==> config.mk <==
export PLATFORM = sky130hd
export DESIGN_NAME = canBitSampler
export DESIGN_NICKNAME = d
export VERILOG_FILES = /design/src/rtl/canBitPkg.sv /design/src/rtl/canBitCtl.sv /design/src/rtl/canBitDp.sv /design/src/rtl/canBitSampler.sv
export SDC_FILE = /design/constraint.sdc
export NUM_CORES = 1
export LEC_CHECK = 0
export BUFFER_PORTS_ARGS = -buffer_cell sky130_fd_sc_hd__buf_2
export CAP_MARGIN = 10
export CORE_ASPECT_RATIO = 0.6
export CORE_MARGIN = 1.5
export CORE_UTILIZATION = 23
export CTS_CLUSTER_SIZE = 24
export DETAILED_ROUTE_END_ITERATION = 8
export GPL_TIMING_DRIVEN = 0
export PLACE_DENSITY = 0.45
export SLEW_MARGIN = 20
export SYNTH_ARGS = -nofsm -noshare
export SYNTH_HDL_FRONTEND = slang
export SYNTH_SLANG_ARGS = --single-unit
==> constraint.sdc <==
create_clock -name clk -period 3.6 [get_ports clk]
set_input_delay 0.9 -clock clk [delete_from_list [all_inputs] [get_ports clk]]
set_output_delay 0.9 -clock clk [all_outputs]
set_load 0.05 [all_outputs]
==> src/rtl/canBitPkg.sv <==
package canBitPkg;

  typedef enum logic {
    ST_IDLE = 1'b0,
    ST_RECV = 1'b1
  } rxState_t;

  // strobes from control to datapath
  typedef struct packed {
    logic load;    // idle: capture configuration
    logic start;   // start of frame on this edge
    logic anchor;  // timing reference moves to this edge
    logic clear;   // frame finished, drop counters
    logic run;     // receiving
  } ctlStrobe_t;

endpackage

==> src/rtl/canBitCtl.sv <==
module canBitCtl
  import canBitPkg::*;
#(
  parameter int PERIOD_W = 10
) (
  input  logic                clk,
  input  logic                rstN,
  input  logic                rxIn,
  input  logic                rxPrev,
  input  logic                frameDone,
  input  logic [PERIOD_W-1:0] cfgPeriod,
  input  logic [PERIOD_W-1:0] cfgOffset,
  output ctlStrobe_t          ctl,
  output logic                busy
);

  rxState_t state;
  rxState_t stateNext;
  logic     cfgOk;

  assign cfgOk = (cfgPeriod != '0) && (cfgOffset < cfgPeriod);
  assign busy  = (state == ST_RECV);

  always_comb begin
    ctl       = '0;
    stateNext = state;
    case (state)
      ST_IDLE: begin
        ctl.load  = 1'b1;
        ctl.clear = frameDone;
        if (!frameDone && !rxIn && cfgOk) begin
          ctl.start  = 1'b1;
          ctl.anchor = 1'b1;
          stateNext  = ST_RECV;
        end
      end
      default: begin
        ctl.run = 1'b1;
        if (frameDone) begin
          ctl.clear = 1'b1;
          stateNext = ST_IDLE;
        end else if (rxPrev && !rxIn) begin
          ctl.anchor = 1'b1;
        end
      end
    endcase
  end

  always_ff @(posedge clk or negedge rstN) begin
    if (!rstN) state <= ST_IDLE;
    else       state <= stateNext;
  end

  AST_DONE_TO_IDLE: assert property (@(posedge clk) disable iff (!rstN)
    (frameDone && busy) |=> !busy);

  AST_START_ON_LOW: assert property (@(posedge clk) disable iff (!rstN)
    $rose(busy) |-> !$past(rxIn));

endmodule

==> src/rtl/canBitDp.sv <==
module canBitDp
  import canBitPkg::*;
#(
  parameter int PERIOD_W = 10,
  parameter int INDEX_W  = 8
) (
  input  logic                clk,
  input  logic                rstN,
  input  logic                rxIn,
  input  ctlStrobe_t          ctl,
  input  logic [PERIOD_W-1:0] cfgPeriod,
  input  logic [PERIOD_W-1:0] cfgOffset,
  output logic                rxPrev,
  output logic                bitValid,
  output logic                bitValue,
  output logic [INDEX_W-1:0]  bitIndex
);

  localparam logic [PERIOD_W-1:0] P_ONE   = PERIOD_W'(1);
  localparam logic [INDEX_W-1:0]  I_ONE   = INDEX_W'(1);
  localparam int                  GAP_W   = PERIOD_W + 1;
  localparam logic [GAP_W-1:0]    GAP_ONE = GAP_W'(1);

  logic [PERIOD_W-1:0] periodQ, offsetQ;
  logic [PERIOD_W-1:0] perEff, offEff;
  logic [PERIOD_W-1:0] phase, phaseNow;
  logic [INDEX_W-1:0]  curIdx;
  logic                active, sampleNow;

  // use the pins directly on the start edge so a late change is not missed
  assign perEff    = ctl.load ? cfgPeriod : periodQ;
  assign offEff    = ctl.load ? cfgOffset : offsetQ;
  assign phaseNow  = ctl.anchor ? '0 : phase;
  assign active    = ctl.start | (ctl.run & ~ctl.clear);
  assign sampleNow = active && (phaseNow == offEff);

  always_ff @(posedge clk or negedge rstN) begin
    if (!rstN) begin
      periodQ <= '0;
      offsetQ <= '0;
    end else if (ctl.load) begin
      periodQ <= cfgPeriod;
      offsetQ <= cfgOffset;
    end
  end

  // cycles since anchor, modulo the period
  always_ff @(posedge clk or negedge rstN) begin
    if (!rstN)                        phase <= '0;
    else if (!active)                 phase <= '0;
    else if (phaseNow == perEff - P_ONE) phase <= '0;
    else                              phase <= phaseNow + P_ONE;
  end

  always_ff @(posedge clk or negedge rstN) begin
    if (!rstN)                  curIdx <= '0;
    else if (ctl.clear)         curIdx <= '0;
    else if (sampleNow)         curIdx <= curIdx + I_ONE;
  end

  always_ff @(posedge clk or negedge rstN) begin
    if (!rstN) begin
      rxPrev   <= 1'b1;
      bitValid <= 1'b0;
      bitValue <= 1'b1;
      bitIndex <= '0;
    end else begin
      rxPrev   <= rxIn;
      bitValid <= sampleNow;
      if (sampleNow) begin
        bitValue <= rxIn;
        bitIndex <= curIdx;
      end else if (ctl.clear) begin
        bitIndex <= '0;
      end
    end
  end

  // ---- checking state for the assertions below ----
  logic [GAP_W-1:0]   gap;
  logic               havePrev, anchorSeen;
  logic [INDEX_W-1:0] lastOutIdx;
  logic               seenOut;

  always_ff @(posedge clk or negedge rstN) begin
    if (!rstN) begin
      gap        <= '0;
      havePrev   <= 1'b0;
      anchorSeen <= 1'b0;
    end else if (!active) begin
      havePrev   <= 1'b0;
      anchorSeen <= 1'b0;
    end else if (sampleNow) begin
      gap        <= GAP_ONE;
      havePrev   <= 1'b1;
      anchorSeen <= 1'b0;
    end else begin
      if (gap != '1) gap <= gap + GAP_ONE;
      anchorSeen <= anchorSeen | ctl.anchor;
    end
  end

  always_ff @(posedge clk or negedge rstN) begin
    if (!rstN) begin
      lastOutIdx <= '0;
      seenOut    <= 1'b0;
    end else if (ctl.clear) begin
      seenOut    <= 1'b0;
    end else if (bitValid) begin
      lastOutIdx <= bitIndex;
      seenOut    <= 1'b1;
    end
  end

  AST_PERIOD_SPACING: assert property (@(posedge clk) disable iff (!rstN)
    (sampleNow && havePrev && !anchorSeen && !ctl.anchor) |-> (gap == GAP_W'(periodQ)));

  AST_INDEX_STEP: assert property (@(posedge clk) disable iff (!rstN)
    (bitValid && seenOut) |-> (bitIndex == lastOutIdx + I_ONE));

  AST_FIRST_INDEX: assert property (@(posedge clk) disable iff (!rstN)
    (bitValid && !seenOut) |-> (bitIndex == '0));

  AST_RUN_CFG_OK: assert property (@(posedge clk) disable iff (!rstN)
    ctl.run |-> ((periodQ != '0) && (offsetQ < periodQ)));

  AST_CFG_HELD: assert property (@(posedge clk) disable iff (!rstN)
    ctl.run |=> ($stable(periodQ) && $stable(offsetQ)));

endmodule

==> src/rtl/canBitSampler.sv <==
module canBitSampler
  import canBitPkg::*;
#(
  parameter int PERIOD_W = 10,
  parameter int INDEX_W  = 8
) (
  input  logic                clk,
  input  logic                rstN,
  input  logic                rxIn,
  input  logic [PERIOD_W-1:0] cfgPeriod,
  input  logic [PERIOD_W-1:0] cfgOffset,
  input  logic                frameDone,
  output logic                bitValid,
  output logic                bitValue,
  output logic [INDEX_W-1:0]  bitIndex,
  output logic                busy
);

  ctlStrobe_t ctl;
  logic       rxPrev;

  canBitCtl #(.PERIOD_W(PERIOD_W)) u_ctl (
    .clk       (clk),
    .rstN      (rstN),
    .rxIn      (rxIn),
    .rxPrev    (rxPrev),
    .frameDone (frameDone),
    .cfgPeriod (cfgPeriod),
    .cfgOffset (cfgOffset),
    .ctl       (ctl),
    .busy      (busy)
  );

  canBitDp #(.PERIOD_W(PERIOD_W), .INDEX_W(INDEX_W)) u_dp (
    .clk       (clk),
    .rstN      (rstN),
    .rxIn      (rxIn),
    .ctl       (ctl),
    .cfgPeriod (cfgPeriod),
    .cfgOffset (cfgOffset),
    .rxPrev    (rxPrev),
    .bitValid  (bitValid),
    .bitValue  (bitValue),
    .bitIndex  (bitIndex)
  );

  AST_IDLE_NO_STROBE: assert property (@(posedge clk) disable iff (!rstN)
    (!busy && !$past(busy)) |-> !bitValid);

endmodule

==> summary.txt, run 1 <==
Synth
  • #FFs+latches synth: 50
  • Syn_nets: 362
  • YS warnings: 0
  • Syn avg cell area: 10.61 um2
  • Post-synth EDFFs: 0
  • Most used DFF post-synth: dfrtp_1
  • Asr flop ratio synth: 1.000
  • Synthesized area: 3458 um2
  • Post-synthesis sequential area ratio: 0.3625
  • Distinct cells, synth: 68
  • Synth Instances: 326

Place
  • GP Congestion: 0.7822
  • Post-DP Area: 3879 um2
  • Post-DP HPWL: 7027 um
  • Port bufs: 34
  • Placed cells: 558
  • Worst slack, placed: -0.2400 ns

Clock network
  • CTS tree: done
  • Clk sink count: 50
  • Clock latency at the later pin of the worst-skew pair: 0.31 ns
  • H-tree depth: 2
  • Clock Pin Slew Worst Setup and Hold Paths: 0.08 ns
  • Root Buffer: clkbuf_16
  • Num CTS Buffers: 5
  • CTS max path bufs: 2

Global routing
  • First-pass GRT wire length: 14830 um
  • Number of global-route vias before repair: 2611
  • Initial antenna violation count: 0
  • GRT overflow: 0
  • Largest net degree at the start of global routing: 51
  • GRT Total Usage: 0.1225

Timing
  • Final hold vios: 0
  • Ratio of final minimum period to clock period: 0.9872
  • Worst clock skew: 0.01763 ns
  • Post-layout min period: 3.554 ns
  • Final Max Tran Viols: 0
  • Worst-margin pin slew: 0.6918 ns
  • Slew Limit Headroom: 0.5388
  • Setup violators final: 0
  • Fmax: 281.4 MHz
  • Final WS setup: 0.04625 ns
  • Unrepaired setup endpoints after global routing: yes

Finish
  • Fraction of layout cells with a size suffix above 1: 0.2873
  • Antenna Cells: 0
  • Fin cells: 567
  • P&R area growth vs syn: 17.15%
  • Nets@finish: 404
  • Final Instance Area: 4051 um2

Floorplanning
  • Row count: 34
  • Die ar.: 15800 um2
  • I/O Pins: 35
  • Die Ht: 97.98 um
  • Die X: 161.3 um
  • Core Box Area: 14590 um2
  • Initial Utilization: 0.2370

Critical path
  • Worst Path Buf+Inv: 3
  • Worst EP arrival: 3.73 ns
  • Top Family by Delay on Critical Path: compound AO/OA/AOI/OAI gates
  • CP max stage delay: 0.50 ns
  • CP Data Required Time: 3.78 ns
  • Critical path class: in -> reg
  • CP startpoint: cfgPeriod[5]
  • Crit-path slowest cell: a221oi_1
  • Levels on crit path: 12
  • Critical R2R Launch: u_ctl.busy
  • Flop2flop setup slack: 0.29 ns
  • Worst reg-to-reg path cell count: 13
  • Startpoint types: input pin
  • Crit end category: flip-flop
  • CP max FO: 10
  • Cells along the critical path: buf_2 -> inv_1 -> ha_1 -> a211oi_1 -> o21ai_0 -> a221oi_1 -> o21ai_2 -> a21oi_2 -> o2111ai_2 -> nor3_2 -> buf_6 -> mux2_4

Power
  • PD cells: 360.1 nW/um2
  • Peak supply drop: 0.0001742 V
  • Overall power: 1459 uW
  • Leakage: 0.001699 uW

Routing
  • Drt initial violations: 151
  • Routed vias/inst: 4.540
  • DRT Wirelength: 9232 um
  • DRT Pass-1 Iters: 4
  • Via count: 2574
  • Final ANT Viol Nets: 0
  • Routed wire per std cell: 16.28 um
  • DRC viols: 0

Flow run
  • Max-cap viol count: 0

Min path
  • Hold-critical path depth: 2
  • Hold_sp: u_dp.offsetQ[4]
  • HP Class: reg -> reg

Run status
  • Status: complete, no violations
==> worst min-delay path: stages, from the launching register on <==
cell and delay [ns]:
dfrtp_1 0.32, mux2i_1 0.08, inv_1 0.07
==> layout by cell type (no fill, tap or decap), types with 10 or more instances in the layout <==
| cell | netlist | routed |
|---|---|---|
| nand2_1 | 24 | 24 |
| buf_2 | 1 | 34 |
| nor2b_1 | 15 | 15 |
| o21ai_0 | 12 | 12 |
| ha_1 | 12 | 12 |
| nor3_2 | 10 | 10 |
| inv_1 | 24 | 24 |
| nor2_1 | 17 | 17 |
| xnor2_1 | 17 | 16 |
| dfrtp_1 | 48 | 48 |
==> synthesized netlist by cell type, types with 3 or more instances <==
| cell | number | area, um2 |
|---|---|---|
| mux2_1 | 5 | 56.30 |
| ha_1 | 12 | 150.1 |
| dfrtp_1 | 48 | 1201 |
| nand2_1 | 24 | 90.09 |
| nor3b_1 | 3 | 22.52 |
| nor3_1 | 9 | 45.04 |
| nand2b_1 | 4 | 25.02 |
| and3_1 | 4 | 25.02 |
| mux2i_4 | 3 | 67.56 |
| inv_1 | 24 | 90.09 |
| nand3_1 | 5 | 25.02 |
| a21oi_1 | 4 | 20.02 |
| nor3_2 | 10 | 100.1 |
| mux2_4 | 9 | 135.1 |
| mux2_2 | 7 | 78.83 |
| nor4_1 | 8 | 50.05 |
| nand4_1 | 5 | 31.28 |
| xor2_1 | 8 | 70.07 |
| o211ai_1 | 3 | 22.52 |
| mux2i_1 | 9 | 90.09 |
| buf_6 | 6 | 67.56 |
| nor4b_1 | 3 | 26.28 |
| xnor2_1 | 17 | 148.9 |
| o21ai_0 | 12 | 60.06 |
| nor2b_1 | 15 | 93.84 |
| nor4b_2 | 3 | 45.04 |
| nor2_1 | 17 | 63.81 |
==> power breakdown <==
group / leakage (uW) / internal (uW) / total (uW) / switching [uW]
sequential: 0.000644 / 594 / 617 / 22.9
combinational: 0.000978 / 131 / 324 / 193
clock: 0.0000763 / 267 / 518 / 250
==> repair_timing <==
item	4_1_cts	5_1_grt
setup buffers	0	1
hold buffers	0	0
setup endpoints to repair	0	23
resized for setup	0	2
==> registers in the layout, summed over array words and instances, names as in the netlist <==
register and flops:
u_dp.bitValid 1, u_dp.curIdx 8, u_ctl.busy 1, u_dp.periodQ 10
u_dp.rxPrev 1, u_dp.phase 10, u_dp.bitValue 1, u_dp.offsetQ 10
u_dp.bitIndex 8
==> per-layer routing <==
| layer | vias to the layer above | part of all wire | global-route usage |
|---|---|---|---|
| met4 | 0 | 0.014 | 0.03917 |
| met3 | 10 | 0.037 | 0.01614 |
| met5 | - | 0 | 0 |
| met2 | 58 | 0.39 | 0.1638 |
| li1 | 1248 | - | - |
| met1 | 1258 | 0.56 | 0.1964 |
==> through the flow <==
| stage | TNS [ns] | util | hold WS [ns] |
|---|---|---|---|
| finish | 0 | 0.2777 | 0.5096 |
| global route | -0.9139 | 0.2777 | 0.5492 |
| CTS | 0 | 0.2764 | 0.5125 |
| detailed placement | -3.345 | 0.2658 | 0.4931 |
| global placement | -3.548 | 0.2656 | 0.4998 |
| floorplan | 0 | - | 0.4635 |
==> final cells by class <==
type	instances	area [um2]
Buffer	13	161.4
Clock buffer	5	125.1
Clock inverter	3	28.78
Fill cell	1554	10540
Inverter	25	93.84
Multi-Input combinational cell	238	1961
Sequential cell	50	1254
Tap cell	198	247.7
Timing Repair Buffer	35	180.2
==> cell families after synthesis <==
logic type	Yosys count	synth area share
and+or+nand+nor	121	0.2218
buffers and inverters	38	0.07380
AOI/OAI and AO/OA	45	0.09841
xor gates and xnor gates	27	0.07634
muxes	33	0.1237
DFF	50	0.3625
adders and majority gates	12	0.04341
==> worst paths after layout <==
path / to
worst max-delay path: u_dp.bitIndex[6]
worst min-delay path: u_dp.offsetQ[4]
worst max register to register: u_dp.phase[8]
worst min register to register: u_dp.offsetQ[4]
max in group asynchronous: u_dp.phase[9]
min in group asynchronous: u_dp.bitIndex[2]
Power figures use the tool's default switching activity.
==> run 2, diff against run 1 <==
Settings changed: SYNTH_HIERARCHICAL from default to 1.
==> summary.txt, run 2 <==
Synth
  • Synth Instances: 309 (-5.2%)
  • YS warnings: 6 (+6)
  • Top cell type's share of synthesized area: 0.3852 (+0.03791)
  • Syn_nets: 345 (-4.7%)
  • Asr flop ratio synth: 1.000 (unchanged)
  • Distinct cells, synth: 49 (-28%)
  • Post-synthesis sequential area ratio: 0.4021 (+0.03957)
  • Syn avg cell area: 10.09 um2 (-4.9%)
  • Most used DFF post-synth: dfrtp_1
  • Top cells by area, synth: dfrtp_1, mux2_2, xnor2_1
  • Commonest cells post-synth: dfrtp_1, inv_1, mux2_2
  • Dominant cell type by area after synthesis: dfrtp_1
  • Post-synth EDFFs: 0 (unchanged)
  • #FFs+latches synth: 50 (unchanged)
  • Most common cell in the netlist: dfrtp_1
  • Synthesized area: 3118 um2 (-9.8%)

Global routing
  • Number of global-route vias before repair: 2469 (-5.4%)
  • First-pass GRT wire length: 14120 um (-4.8%)
  • Largest net degree at the start of global routing: 51 (unchanged)
  • GRT overflow: 0 (unchanged)
  • Initial antenna violation count: 0 (unchanged)
  • GRT Total Usage: 0.1303 (+0.007855)

Finish
  • Regs by FF count: u_dp/offsetQ (10), u_dp/periodQ (10), u_dp/phase (10)
  • Final Util: 0.3196 (+0.04194)
  • Area of the multi-input gates: 1951 um2 (-0.51%)
  • Nets@finish: 405 (+0.25%)
  • Fraction of layout cells with a size suffix above 1: 0.3838 (+0.09652)
  • Antenna Cells: 0 (unchanged)
  • Commonest non-fill, non-tap cells in the layout: dfrtp_1, buf_2, buf_4, mux2_2, xnor2_1
  • Commonest non-fill, non-tap cell in the layout: dfrtp_1
  • FILL cells: 1348 (-13%)
  • Final Instance Area: 4172 um2 (+3.0%)
  • P&R area growth vs syn: 33.79%
  • Register area: 1254 um2 (unchanged)

Power
  • Int Power: 1021 uW (+2.9%)
  • Leakage: 0.001813 uW (+6.7%)
  • PD cells: 347.6 nW/um2 (-3.5%)
  • Overall power: 1450 uW (-0.62%)
  • Gate power share: 0.235 (+0.013)
  • Net Sw Frac: 0.2958 (-0.02403)
  • Sequential Power Share: 0.422 (about the same)
  • Clock power frac: 0.344 (-0.011)
  • Peak supply drop: 0.0001295 V (-26%)
  • Sw power: 428.8 uW (-8.1%)

Floorplanning
  • Initial Utilization: 0.2389 (+0.001871)
  • Die ar.: 14290 um2 (-9.6%)
  • Core Box Area: 13050 um2 (-11%)
  • Row count: 32 (-5.9%)
  • Die Ht: 93.19 um (-4.9%)
  • I/O Pins: 35 (unchanged)
  • Die X: 153.3 um (-5.0%)

Critical path
  • Worst EP arrival: 3.75 ns (+0.02 ns)
  • Flop2flop setup slack: 0.36 ns (+0.07 ns)
  • Critical path class: in -> reg
  • Cells along the critical path: buf_6 -> inv_2 -> ha_4 -> a2111oi_4 -> a2111oi_4 -> o21ai_4 -> buf_8 -> nor2b_4 -> xor2_1 -> nor3_1 -> o211ai_1 -> clkbuf_8 -> buf_6 -> or4_1 -> a21oi_1
  • CP max FO: 5 (-5)
  • CP max stage delay: 0.49 ns (about the same)
  • Startpoint types: input pin
  • Crit end category: flip-flop
  • Crit-path slowest cell: or4_1
  • CP Data Required Time: 3.82 ns (+0.04 ns)

Clock network
  • CTS tree: done
  • Clock latency at the later pin of the worst-skew pair: 0.30 ns (about the same)
  • CTS max path bufs: 2 (unchanged)
  • CTS Hold Buffers Added: 0 (unchanged)
  • H-tree depth: 2 (unchanged)
  • Root Buffer: clkbuf_16
  • Num CTS Buffers: 5 (unchanged)
  • Clk sink count: 50 (unchanged)
  • Clock Pin Slew Worst Setup and Hold Paths: 0.07 ns (about the same)

Routing
  • Via count: 2533 (-1.6%)
  • DRC viols: 0 (unchanged)
  • Drt initial violations: 167 (+11%)
  • Routed wire per std cell: 16.26 um (-0.15%)
  • DRT Wirelength: 8779 um (-4.9%)
  • Final ANT Viol Nets: 0 (unchanged)
  • DRT Pass-1 Iters: 4 (unchanged)
  • Routed vias/inst: 4.691 (+3.3%)

Timing
  • Post-layout min period: 3.528 ns (-0.02541 ns)
  • Worst clock skew: 0.004379 ns (-0.01325 ns)
  • Setup violators final: 0 (unchanged)
  • Slew Limit Headroom: 0.5548 (+0.01601)
  • Final Max Tran Viols: 0 (unchanged)
  • Worst-margin pin slew: 0.6678 ns (-0.02401 ns)
  • Fmax: 283.4 MHz (+0.72%)
  • Ratio of final minimum period to clock period: 0.9801 (-0.007058)
  • Final hold vios: 0 (unchanged)

Place
  • Post-DP HPWL: 6387 um (-9.1%)
  • GP Congestion: 0.7589 (-3.0%)
  • Post-DP Area: 3518 um2 (-9.3%)
  • Port bufs: 34 (unchanged)

Min path
  • HP Class: reg -> reg

Flow run
  • Max-cap viol count: 0 (unchanged)

Run status
  • Status: complete, no violations
==> run 2: cell types whose count changed after synthesis, sizes merged, moves of 4 or more <==
cell	delta
nand2	-15
nor4b	-6
or4	+6
nor2	-4
nor3	-7
o21ai	-7
clkbuf	+4
==> run 2: kinds of logic (layout without fill, tap and decap cells) <==
kind of cell / after synthesis / after routing / share of synthesized area
fa+ha+maj: 12 / 12 / 0.04815
mux: 33 / 33 / 0.1148
compound gates: 37 / 37 / 0.08949
xor+xnor: 30 / 30 / 0.08427
buf+inv: 38 / 99 / 0.05337
simple gates: 109 / 109 / 0.2079
flops: 50 / 50 / 0.4021
==> run 2: power by group through the flow <==
stage | combinational, uW | sequential, uW | clock [uW]
5_1_grt | 370 | 616 | 549
3_5_place_dp | 278 | 620 | 0
6_report | 340 | 611 | 499
4_1_cts | 310 | 610 | 514
2_1_floorplan | 186 | 623 | 0
3_3_place_gp | 275 | 620 | 0
==> run 2: worst paths after layout <==
kind / from / endpoint / cells past startpoint
worst max-delay path: cfgPeriod[1] / u_dp/curIdx[5] / 15
worst min-delay path: u_dp/offsetQ[1] / u_dp/offsetQ[1] / 1
worst max register to register: u_ctl/busy / u_dp/phase[3] / 12
worst min register to register: u_dp/offsetQ[1] / u_dp/offsetQ[1] / 1
max in group asynchronous: rstN / u_dp/offsetQ[2] / 1
min in group asynchronous: rstN / u_dp/periodQ[1] / 1
==> run 2: cell type report <==
class | instances | area share
multi-input combinational | 221 | 0.4676
sequential | 50 | 0.3005
timing repair buffer | 53 | 0.09328
tap | 170 | 0.05099
clock buffer | 6 | 0.03329
buffer | 15 | 0.02879
inverter | 23 | 0.02250
clock inverter | 2 | 0.002999
==> run 2: layer usage <==
layer  share of wire  up-vias  track usage
met2            0.39       73       0.1735
met4           0.011        0      0.03595
met3           0.057        7      0.03197
li1                -     1225            -
met5               0        -            0
met1            0.54     1228       0.2019
==> run 2: through the flow <==
step / setup WS, ns / hold WS [ns] / TNS (ns) / instances
after CTS: 0.001717 / 0.5142 / 0 / 532
after global placement: -0.8248 / 0.4917 / -20.60 / 513
final: 0.07166 / 0.5109 / 0 / 540
after global routing: -0.008115 / 0.5327 / -0.008115 / 540
after detailed placement: -0.8359 / 0.4982 / -20.43 / 513
after floorplan: 0.002075 / 0.4834 / 0 / 309
==> run 2: what timing repair did <==
item | CTS | global route
cloned | 1 | 1
pin swaps | 13 | 18
gates resized for setup | 41 | 50
setup endpoints to repair | 28 | 24
setup buffers | 10 | 7
==> run 2: worst max-delay path, delay by kind of cell <==
kind | cells | cell delay, ns
buffers and inverters | 5 | 0.62
AO/OA/AOI/OAI | 5 | 1.11
adder cells (fa/ha/maj) | 1 | 0.24
XOR/XNOR | 1 | 0.14
AND/OR/NAND/NOR | 3 | 0.74
